File: src/rtl/spr_pkg.sv
package spr_pkg;

  localparam int WORD_W = 32;
  localparam int SEL_W  = 3;
  localparam int OPC_W  = 16;

  typedef enum logic [SEL_W-1:0] {
    SEL_TRAP  = 3'd0,
    SEL_MLO   = 3'd1,
    SEL_MHI   = 3'd2,
    SEL_IDENT = 3'd3,
    SEL_DBG   = 3'd4
  } spr_sel_e;

  localparam logic [7:0]        CORE_TYPE = 8'h06;
  localparam logic [WORD_W-1:0] DBG_BASE  = 32'h0006_0000;

  // Clear the low 'bits' bits of an address.
  function automatic logic [WORD_W-1:0] align_down(input logic [WORD_W-1:0] addr,
                                                   input int unsigned bits);
    logic [WORD_W-1:0] keep;
    keep = ~((WORD_W'(1) << bits) - WORD_W'(1));
    return addr & keep;
  endfunction

  // Put together the identification word.
  function automatic logic [WORD_W-1:0] ident_word(input logic [7:0] rev,
                                                   input logic [OPC_W-1:0] opc);
    return {CORE_TYPE, rev, opc};
  endfunction

endpackage

File: src/rtl/spr_trap_base.sv
module spr_trap_base #(
  parameter int              W       = 32,
  parameter int              ALIGN   = 10,
  parameter logic [W-1:0]    RST_VAL = 32'h00C0_0000
) (
  input  logic         clk,
  input  logic         rst_n,
  input  logic         we,
  input  logic [W-1:0] wdata,
  output logic [W-1:0] q
);
  import spr_pkg::*;

  localparam logic [W-1:0] RST_AL = align_down(RST_VAL, ALIGN);

  logic [W-1:0] base_q;

  always_ff @(posedge clk or negedge rst_n) begin
    if (!rst_n)  base_q <= RST_AL;
    else if (we) base_q <= align_down(wdata, ALIGN);
  end

  assign q = base_q;
endmodule

File: src/rtl/spr_mul_pair.sv
module spr_mul_pair #(
  parameter int W = 32
) (
  input  logic           clk,
  input  logic           hw_we,
  input  logic [2*W-1:0] product,
  input  logic [1:0]     sw_we,
  input  logic [W-1:0]   wdata,
  output logic [W-1:0]   lo_q,
  output logic [W-1:0]   hi_q
);
  logic [1:0][W-1:0] word;

  for (genvar h = 0; h < 2; h++) begin : g_half
    logic [W-1:0] r_q;
    // No reset by design; the multiplier path wins over software.
    always_ff @(posedge clk) begin
      if (hw_we)         r_q <= product[h*W +: W];
      else if (sw_we[h]) r_q <= wdata;
    end
    assign word[h] = r_q;
  end

  assign lo_q = word[0];
  assign hi_q = word[1];
endmodule

File: src/rtl/spr_ident.sv
module spr_ident #(
  parameter int         W     = 32,
  parameter int         OW    = 16,
  parameter logic [7:0] REV   = 8'h00
) (
  input  logic          clk,
  input  logic          rst_n,
  input  logic          capture,
  input  logic [OW-1:0] code,
  output logic [OW-1:0] opc_q,
  output logic [W-1:0]  id_word
);
  import spr_pkg::*;

  always_ff @(posedge clk or negedge rst_n) begin
    if (!rst_n)       opc_q <= '0;
    else if (capture) opc_q <= code;
  end

  assign id_word = ident_word(REV, opc_q);
endmodule

File: src/rtl/spr_bank.sv
module spr_bank
  import spr_pkg::*;
#(
  parameter logic [WORD_W-1:0] TRAP_RESET = 32'h00C0_0000,
  parameter int                TRAP_ALIGN = 10,
  parameter logic [7:0]        REVISION   = 8'h00
) (
  input  logic                clk,
  input  logic                rst_n,
  input  logic [SEL_W-1:0]    sel,
  input  logic                wr_en,
  input  logic [WORD_W-1:0]   wr_data,
  output logic [WORD_W-1:0]   rd_data,
  input  logic                mul_we,
  input  logic [2*WORD_W-1:0] mul_product,
  input  logic                undef_valid,
  input  logic [OPC_W-1:0]    undef_code
);

  // Named internal events for the checker.
  logic              trap_wr;
  logic [1:0]        mul_sw_wr;
  logic [WORD_W-1:0] trap_q, mul_lo_q, mul_hi_q, id_q;
  logic [OPC_W-1:0]  opc_q;

  assign trap_wr      = wr_en && (sel == SEL_TRAP);
  assign mul_sw_wr[0] = wr_en && (sel == SEL_MLO);
  assign mul_sw_wr[1] = wr_en && (sel == SEL_MHI);

  spr_trap_base #(
    .W(WORD_W), .ALIGN(TRAP_ALIGN), .RST_VAL(TRAP_RESET)
  ) u_trap (
    .clk(clk), .rst_n(rst_n), .we(trap_wr), .wdata(wr_data), .q(trap_q)
  );

  spr_mul_pair #(.W(WORD_W)) u_mul (
    .clk(clk), .hw_we(mul_we), .product(mul_product),
    .sw_we(mul_sw_wr), .wdata(wr_data), .lo_q(mul_lo_q), .hi_q(mul_hi_q)
  );

  spr_ident #(.W(WORD_W), .OW(OPC_W), .REV(REVISION)) u_ident (
    .clk(clk), .rst_n(rst_n), .capture(undef_valid), .code(undef_code),
    .opc_q(opc_q), .id_word(id_q)
  );

  always_comb begin
    case (sel)
      SEL_TRAP:  rd_data = trap_q;
      SEL_MLO:   rd_data = mul_lo_q;
      SEL_MHI:   rd_data = mul_hi_q;
      SEL_IDENT: rd_data = id_q;
      SEL_DBG:   rd_data = DBG_BASE;
      default:   rd_data = '0;
    endcase
  end
endmodule

File: config.mk
export PLATFORM = sky130hd
export DESIGN_NAME = spr_bank
export DESIGN_NICKNAME = d
export VERILOG_FILES = /design/src/rtl/spr_pkg.sv /design/src/rtl/spr_trap_base.sv /design/src/rtl/spr_mul_pair.sv /design/src/rtl/spr_ident.sv /design/src/rtl/spr_bank.sv
export SDC_FILE = /design/constraint.sdc
export NUM_CORES = 1
export LEC_CHECK = 0
export BUFFER_PORTS_ARGS = -buffer_cell sky130_fd_sc_hd__buf_2
export CAP_MARGIN = 20
export CORE_MARGIN = 5
export CORE_UTILIZATION = 32
export CTS_BUF_LIST = sky130_fd_sc_hd__clkbuf_8
export DETAILED_ROUTE_END_ITERATION = 7
export PLACE_DENSITY_LB_ADDON = 0.3
export SYNTH_ARGS = -nofsm -noshare
export SYNTH_HDL_FRONTEND = slang
export SYNTH_SLANG_ARGS = --single-unit
File: constraint.sdc
create_clock -name clk -period 1.85 [get_ports clk]
set_input_delay 0.185 -clock clk [delete_from_list [all_inputs] [get_ports clk]]
set_output_delay 0.185 -clock clk [all_outputs]
set_load 0.05 [all_outputs]
==> results of run 1 <==
-- final timing paths --
| kind | startpoint | end | slack, ns | cells past startpoint |
|---|---|---|---|---|
| max | u_trap.q[22]$_DFFE_PN1P_ | rd_data[22] | 0.11 | 4 |
| min in group asynchronous | rst_n | u_trap.q[15]$_DFFE_PN0P_ | 0.21 | 2 |
| min | wr_data[31] | u_trap.q[31]$_DFFE_PN0P_ | 0.03 | 2 |
| max in group asynchronous | rst_n | u_trap.q[23]$_DFFE_PN1P_ | 1.05 | 3 |
| min reg2reg | u_trap.q[31]$_DFFE_PN0P_ | u_trap.q[31]$_DFFE_PN0P_ | 0.49 | 1 |
| max reg2reg | u_ident.opc_q[13]$_DFFE_PN0P_ | u_ident.opc_q[13]$_DFFE_PN0P_ | 1.03 | 1 |
-- sequential cells by signal (all words and copies together) (netlist names) --
signal,cells
u_mul.hi_q,32
u_trap.q,22
u_mul.lo_q,32
u_ident.opc_q,16
-- what timing repair did --
item,4_1_cts,5_1_grt
pin swaps,0,2
setup endpoints to repair,2,2
hold buffers,1,1
endpoints found under the hold margin,15,1
buffers inserted,0,0
cloned,0,0
gates resized for setup,2,2
-- power by group --
part / internal [mW] / switching (mW) / total, mW
Combinational: 0.524 / 0.650 / 1.17
Clock: 0.644 / 0.834 / 1.48
Sequential: 2.75 / 0.119 / 2.87
-- critical path: cells and delay by family, from the launching register on --
family | cells | cell delay, ns
flops | 1 | 0.55
compound gates | 2 | 0.27
buf+inv | 1 | 0.20
simple gates | 1 | 0.15
-- layer usage --
metal	GRT usage	part of all wire
met5	0	0
met4	0.03247	0.013
met3	0.04108	0.056
met2	0.2378	0.49
met1	0.1744	0.44
-- stage by stage --
step	setup WS (ns)	hold WS (ns)
global route	0.002155	0.005804
detailed placement	0.3139	0.09080
global placement	0.3290	0.08699
finish	0.1078	0.02960
CTS	0.02971	0.006400
floorplan	0.09074	-0.1106
-- cell type report --
type | instances | area [um2] | share of cell area
flip-flops and latches | 102 | 2875 | 0.4431
multi-input cells | 316 | 2152 | 0.3317
repair buffers | 167 | 983.4 | 0.1516
well taps | 216 | 270.3 | 0.04165
clock buffers | 9 | 123.9 | 0.01909
clock inverters | 7 | 83.83 | 0.01292
-- cell usage after synthesis, drive strengths merged --
cell / n
dfstp: 2
edfxtp: 64
or2: 1
nand2: 128
nor2b: 14
a211oi: 34
buf: 20
a21o: 2
or2b: 1
clkbuf: 13
and2b: 1
a21oi: 10
o22ai: 8
mux2: 40
and2: 1
nand2b: 45
nor2: 3
mux2i: 22
dfrtp: 36
a22oi: 2
o21ai: 4
-- cell families (layout without fill, tap and decap cells) --
logic type             after synthesis  count (layout)
multiplexers                        62              62
flip-flops                         102             102
buffers and inverters               33             183
AO/OA/AOI/OAI                       60              60
AND/OR/NAND/NOR                    194             194
==> results.md, run 1 <==
- Across the routed clock network, the largest skew measured is 0 ns.
- The delay contributed by the slowest stage of the critical path is 0.55 ns.
- The number of different library cells used by synthesis comes to 28.
- The number of global-route vias before repair was 3990.
- The die is 136.4 um tall.
- The maximum frequency from static timing analysis is 574.0 MHz.
- The number of standard-cell rows in the floorplan is 46.
- The maximum buffer depth of the clock tree is 2.
- The synthesized-area fraction occupied by xor and xnor cells is 0.
- The total nets after synthesis is 571.
- The count of nets left with antenna violations once routing finished came out at 0.
- The later pin in the worst-skew pair is clocked with a latency of 0.37 ns.
- In this run the worst path has a maximum fanout of 2.
- The final total negative setup slack is 0 ns.
- The worst setup path is captured at a primary output.
- Counting flops and latches in the post-synthesis netlist gives 102.
- The most area-hungry cell type in the Yosys netlist is sky130_fd_sc_hd__edfxtp_1.
- Dividing the detail-routed wire length by the instance count gives 15.52 um.
- The number of warning messages in the yosys log is 0.
- The total clock buffers created by CTS is 9.
- The number of port buffers is 151.
- For the worst setup path, the data arrival time is 1.56 ns.
- The clock tree synthesis step divided the H-tree into 3 levels.
- The average instance in the mapped netlist occupies 11.34 um2.
- The total standard cell area after synthesis is 5116 um2.
- The design area is 6489 um2.
- In this run, placement finished with an instance count of 799.
- In the post-synthesis netlist, the biggest area contributors are sky130_fd_sc_hd__edfxtp_1, sky130_fd_sc_hd__dfrtp_1, sky130_fd_sc_hd__nand2_1.
- The congestion estimate from routability-driven global placement came to 0.7848.
- The DRC violation count after routing is 0.
- The flow ran to the end, and the final reports show no timing, DRC or antenna violations.
- Once placement finished, the instance area stood at 6248 um2.
- Dividing total power by cell area gives a power density of 850.6 nW/um2.
- The relative max-transition margin is 0.7196.
- The clock tree from TritonCTS is built.
- In this run, the number of DRC markers left after iteration 0 of detailed routing was 86.
- The final route contains 3732 vias.
- Of the post-synthesis cell area, the dominant cell type holds 0.3756.
- The clock input transition at the sequential cells of the worst setup and hold paths is 0.11 ns.
- The portion of synthesized area spent on multiplexers is 0.1458.
- The simple-gate share of the synthesized area is 0.1741.
- For this run the aggregate overflow at the end of global routing stands at 0.
- For this run, the total global-route usage over all layers was measured as 0.1394.
- For this run, the post-layout net count is 716.
- The most frequent standard cell in the layout excluding fill and tap cells is sky130_fd_sc_hd__buf_2.
- The tree built by TritonCTS fans out to 102 sinks.
- Setup repair after global routing left no endpoint under its margin.
- The die is 136.4 um wide.
- The leakage component of the power is 2.950 nW.
- The number of max-slew violations in the final report is 0.
- The max capacitance violation total is 0.
- Dividing the detail-routed via count by the number of cells gives 4.568.
- 0 antenna diodes ended up in the layout.
- STA classifies the critical path startpoint as a flip-flop.
- Before antenna repair, the detailed router went through 4 iterations.
- The count of pins on the block boundary is 152.
- The signal on the critical path passes through nor2b_1 -> a211oi_1 -> a211oi_2 -> buf_6.
- Detailed placement ended at an HPWL of 9.492 mm.
- The share of the clock period used by the worst path after layout is 0.9418.
- The register area share after synthesis is 0.5620.
- The cell chosen for the clock root is sky130_fd_sc_hd__clkbuf_8.
- In the final layout, the share of cells above drive strength 1 is 0.4043.
- The final number of setup-violating endpoints is 0.
- Entering global routing, the biggest net connects 66 pins.
- The total core area is 15770 um2.
- The final cell count without fillers is 817.
- The top cell types in the final layout, fill and taps aside, are sky130_fd_sc_hd__buf_2, sky130_fd_sc_hd__nand2_1, sky130_fd_sc_hd__edfxtp_1.
- By area, the combinational part of the netlist is dominated by simple AND/OR/NAND/NOR gates.
- The die covers 18620 um2.
- The compound-cell area share of the yosys netlist is 0.07924.
- The actual slew at the worst max-slew pin is 0.4206 ns.
- The required arrival time at the worst endpoint is 1.66 ns.
- The peak supply drop is 401.1 uV.
- The wire length of the first global-routing pass is 20.13 mm.
- The post-synthesis instance total is 451.
- The critical path is of the flip-flop to primary output type.
- For this run, the share of the core covered by cells in the final layout is 0.4115.
- The initial antenna violation count came to 0.
- Of the total synthesized cell area, the portion taken by full adders, half adders and majority gates is 0.
- The final layout contains routed wiring with a total length of 12.68 mm.
- Fill cells in the final layout number 1584.
- The total power is 5.519 mW.
- For this design, the slowest cell found on the critical path is sky130_fd_sc_hd__dfstp_2.
- The area growth from synthesis to layout is 26.83%.
- For this configuration, the core starts out at a cell density of 0.3244.
- The number of hold violations in the final report came to 0.
- The tightest min-delay check is of the input port to flip-flop type.
- The smallest clock period supported by the final layout is computed as 1.742 ns.
Power figures use the tool's default switching activity.
==> run 2: changes to the inputs <==
BUFFER_PORTS_ARGS = default   (was -buffer_cell sky130_fd_sc_hd__buf_2)
CORE_ASPECT_RATIO = 0.8   (was default)
DONT_BUFFER_PORTS = 1   (was default)
==> run 2 against run 1 <==
Compared with the run above:
- the run now fails in 4_1_cts
- synthesized cell count unchanged
- area after synthesis did not move
==> results.md, run 2 <==
- For this run, asynchronously set or reset flops after synthesis account for 0.3725.
- The hold-fix buffer count after cts is 138.
- In the post-synthesis netlist, the biggest area contributors are sky130_fd_sc_hd__edfxtp_1, sky130_fd_sc_hd__dfrtp_1, sky130_fd_sc_hd__nand2_1.
- The starting density of the core is 0.3249.
- The detailed placement HPWL is 8.454 mm.
- The count of pins on the block boundary is 152.
- TritonCTS created 9 clock buffers.
- The area share of the largest cell type after synthesis is 0.3756.
- The main flop type after synthesis is sky130_fd_sc_hd__edfxtp_1.
- The register area share after synthesis is 0.5620.
- The maximum buffer depth of the clock tree is 2.
- The run stopped with a tool error.
- The count of instances resized after the clock tree is built is 0.
- The die boundary height is 123.1 um.
- Among all cell types in the netlist, the one instantiated most often is sky130_fd_sc_hd__nand2_1.
- The first error in the log reads "[ERROR RSZ-0060] Max buffer count reached".
- The congestion estimate from routability-driven global placement came to 0.7474.
- The worst-case setup slack after placement is 0.3618 ns.
- The post-synthesis instance total is 451.
- The number of setup buffers added after CTS is 0.
- The count of H-tree levels built during CTS is 3.
- The commonest cells after synthesis are sky130_fd_sc_hd__nand2_1, sky130_fd_sc_hd__edfxtp_1, sky130_fd_sc_hd__nand2b_1.
- The last stage reached is 4_1_cts.
- The number of port buffers is 0.
- The clock sink count is 102.
- From left edge to right edge, the die measures 151.4 um.
- The number of synthesized flops with an enable pin is 64.
- The per-instance average area after synthesis is 11.34 um2.
- The tree is rooted in a sky130_fd_sc_hd__clkbuf_8.
- The total standard cell area after synthesis is 5116 um2.
- The number of synthesized register bits is 102.
- Summing all placed instances gives a cell area of 5569 um2.
- The number of warning messages in the yosys log is 0.
- The netlist uses 28 different library cells.
- The number of standard-cell rows in the floorplan is 41.
- When the netlist entered floorplanning its net count stood at 571.
- Summed over all instances, the cell type with the most area after synthesis is sky130_fd_sc_hd__edfxtp_1.
## run 2: cell counts after synthesis
Identical to the previous run, type by type.
## run 2: metrics by stage
step           instances  hold slack (ns)  utilization
2_1_floorplan        451          -0.1106            -
3_3_place_gp         669          -0.1094       0.3536
3_5_place_dp         669          -0.1090       0.3536
## run 2: cell families after synthesis
| logic type | after synthesis | synth area share |
|---|---|---|
| buffers and inverters | 33 | 0.03888 |
| and+or+nand+nor | 194 | 0.1741 |
| DFF | 102 | 0.5620 |
| AOI/OAI and AO/OA | 60 | 0.07924 |
| muxes | 62 | 0.1458 |
==> run 3: changes to the inputs <==
CORE_ASPECT_RATIO = default   (was 0.8)
CORE_UTILIZATION = 20   (was 32)
CTS_BUF_LIST = default   (was sky130_fd_sc_hd__clkbuf_8)
PLACE_DENSITY_LB_ADDON = 0.15   (was 0.3)
==> run 3 against run 2 <==
Compared with the run above:
- the flow now finishes without violations
==> results.md, run 3 (synthesis gave the netlist of run 1 again) <==
- Setup total negative slack on the finished layout was measured at 0 ns.
- For this run, the number of standard cells in the final layout without fillers is 860.
- The total power is 5.856 mW.
- The area enclosed by the die boundary is 28880 um2.
- The final critical delay including setup and external delays is 1.703 ns.
- The cell area after placement is 5718 um2.
- Of the available clock period, the critical path in the final layout requires 0.9207.
- The number of port buffers is 0.
- The leftover overflow at the end of global routing is 0.
- The number of nets in the layout is 645.
- The worst path setup slack after routing is 0.1466 ns.
- The worst-path maximum fanout is 2.
- In this run the most critical hold path is launched from mul_product[59].
- The worst-case setup slack after placement is 0.3314 ns.
- The final weighted congestion in routability-driven placement is 0.7479.
- The initial antenna violation count is 1.
- For the pin with the worst max-slew slack, the measured transition is 0.4522 ns.
- Entering global routing, the biggest net connects 99 pins.
- Timing would allow up to 587.1 MHz.
- Hold is met by 0.02103 ns.
- The design area is 6633 um2.
- The critical path startpoint is u_trap.q[22]$_DFFE_PN1P_.
- In this design, the stage delay of the slowest critical-path cell is 0.53 ns.
- The number of global-route vias before repair is 3876.
- At the later pin of the worst-skew pair, clock insertion delay measures 0.34 ns.
- For this block, the via count after detailed routing is 3477.
- The tree is rooted in a sky130_fd_sc_hd__clkbuf_16.
- The total setup buffers inserted after CTS is 0.
- IR analysis of the VDD net gives a maximum drop of 417.6 uV.
- From left edge to right edge, the die measures 169.9 um.
- The tightest min-delay check is of the input port to flip-flop type.
- The critical setup path kind is flip-flop to primary output.
- The library cell used most frequently in the layout, excluding fill and tap cells, is sky130_fd_sc_hd__nand2_1.
- The wire length per cell after detailed routing is 16.85 um.
- The first detailed-routing pass took 4 iterations.
- Clock-pin slew was measured on the worst setup and hold paths at 0.07 ns.
- The share of cells above drive strength 1 is 0.2132.
- The signal on the critical path passes through nor2b_1 -> a211oi_1 -> a211oi_2 -> buf_4.
- The relative max-transition margin is 0.6985.
- The number of placed instances with taps included is 783.
- The total core area is 25180 um2.
- The number of inserted filler cells in the final layout is 2647.
- The first global-routing pass estimated 22.20 mm of wire.
- The data arrival time of the critical path is 1.52 ns.
- The count of H-tree levels built during CTS is 3.
- The final design utilization is 0.2634.
- Summed over all layers, the routed wires come to 14.49 mm.
- The cell at the slowest stage of the critical path is sky130_fd_sc_hd__dfstp_2.
- The starting density of the core is 0.2032.
- The kind of start point of the critical path is a flip-flop.
- Setup repair after global routing left no endpoint under its margin.
- The detailed placement HPWL is 9.629 mm.
- The count of pins on the block boundary is 152.
- After detailed routing, the number of remaining DRC violations is 0.
- The number of antenna diodes in the final layout is 0.
- The total global-route track usage is 0.1003.
- The sort of element at the end of the critical path is a primary output.
- On the final layout, the worst clock skew is 0 ns.
- Using the TritonRoute via totals, the vias-per-cell ratio works out to 4.043.
- The count of nets left with antenna violations once routing finished came out at 0.
- The initial DRC count is 120.
- CTS saw 102 sinks.
- The die boundary height is 169.9 um.
- The run finished with clean final reports.
- In the layout the commonest cells are sky130_fd_sc_hd__nand2_1, sky130_fd_sc_hd__edfxtp_1, sky130_fd_sc_hd__dlygate4sd3_1.
- The area growth from synthesis to layout is 29.64%.
- The total clock buffers created by CTS is 9.
- The leakage component of the power is 2.694 nW.
- The number of hold violations in the final report is 0.
- Row generation in the floorplan step produced 58 rows.
- The source of the worst register-to-register timing path is u_ident.opc_q[12]$_DFFE_PN0P_.
- The power per cell area is 883.0 nW/um2.
- TritonCTS built the clock tree.
- The max capacitance violation total is 0.
- The final number of setup-violating endpoints is 0.
- The required arrival time at the worst endpoint is 1.66 ns.
- The maximum buffer depth of the clock tree is 2.
- The number of max-slew violations in the final report is 0.
==> run 3: critical path, delay by kind of cell, from the launching register on <==
family	cells	cell delay, ns
buffers and inverters	1	0.23
AO/OA/AOI/OAI	2	0.28
AND/OR/NAND/NOR	1	0.13
flip-flops	1	0.53
==> run 3: worst paths after layout <==
| kind | endpoint | slack, ns | cells past startpoint |
|---|---|---|---|
| max | rd_data[22] | 0.15 | 4 |
| max in group asynchronous | u_trap.q[22]$_DFFE_PN1P_ | 1.24 | 2 |
| min reg2reg | u_trap.q[31]$_DFFE_PN0P_ | 0.49 | 1 |
| min | u_mul.hi_q[27]$_DFFE_PP_ | 0.02 | 2 |
| min in group asynchronous | u_ident.opc_q[13]$_DFFE_PN0P_ | 0.34 | 2 |
| max reg2reg | u_ident.opc_q[12]$_DFFE_PN0P_ | 0.47 | 2 |
==> run 3: final cells by class <==
class                      instances  area (um2)  area share
clock buffer                      12       236.5     0.03565
clock inverter                     4       50.05    0.007546
multi-input combinational        316        2155      0.3248
sequential                       102        2875      0.4335
tap                              330       412.9     0.06225
timing repair buffer              96       903.4      0.1362
==> run 3: power by group <==
| part | internal [mW] | total (mW) | switching [mW] | leakage (nW) |
|---|---|---|---|---|
| Combinational | 0.545 | 1.08 | 0.535 | 1.49 |
| Clock | 1.05 | 1.91 | 0.861 | 0.133 |
| Sequential | 2.75 | 2.87 | 0.115 | 1.08 |
| Total | 4.35 | 5.86 | 1.51 | 2.69 |
==> run 3: repair_timing <==
item | CTS | global route
gates resized for setup | 0 | 0
endpoints found under the setup margin | 0 | 0
hold buffers | 61 | 0
endpoints found under the hold margin | 81 | 0
==> run 3: layer usage <==
layer  wire length [um]  global-route usage
met1               6258              0.1245
met5                 13                   0
met2               7315              0.1712
met3                710             0.02741
met4                191             0.02917
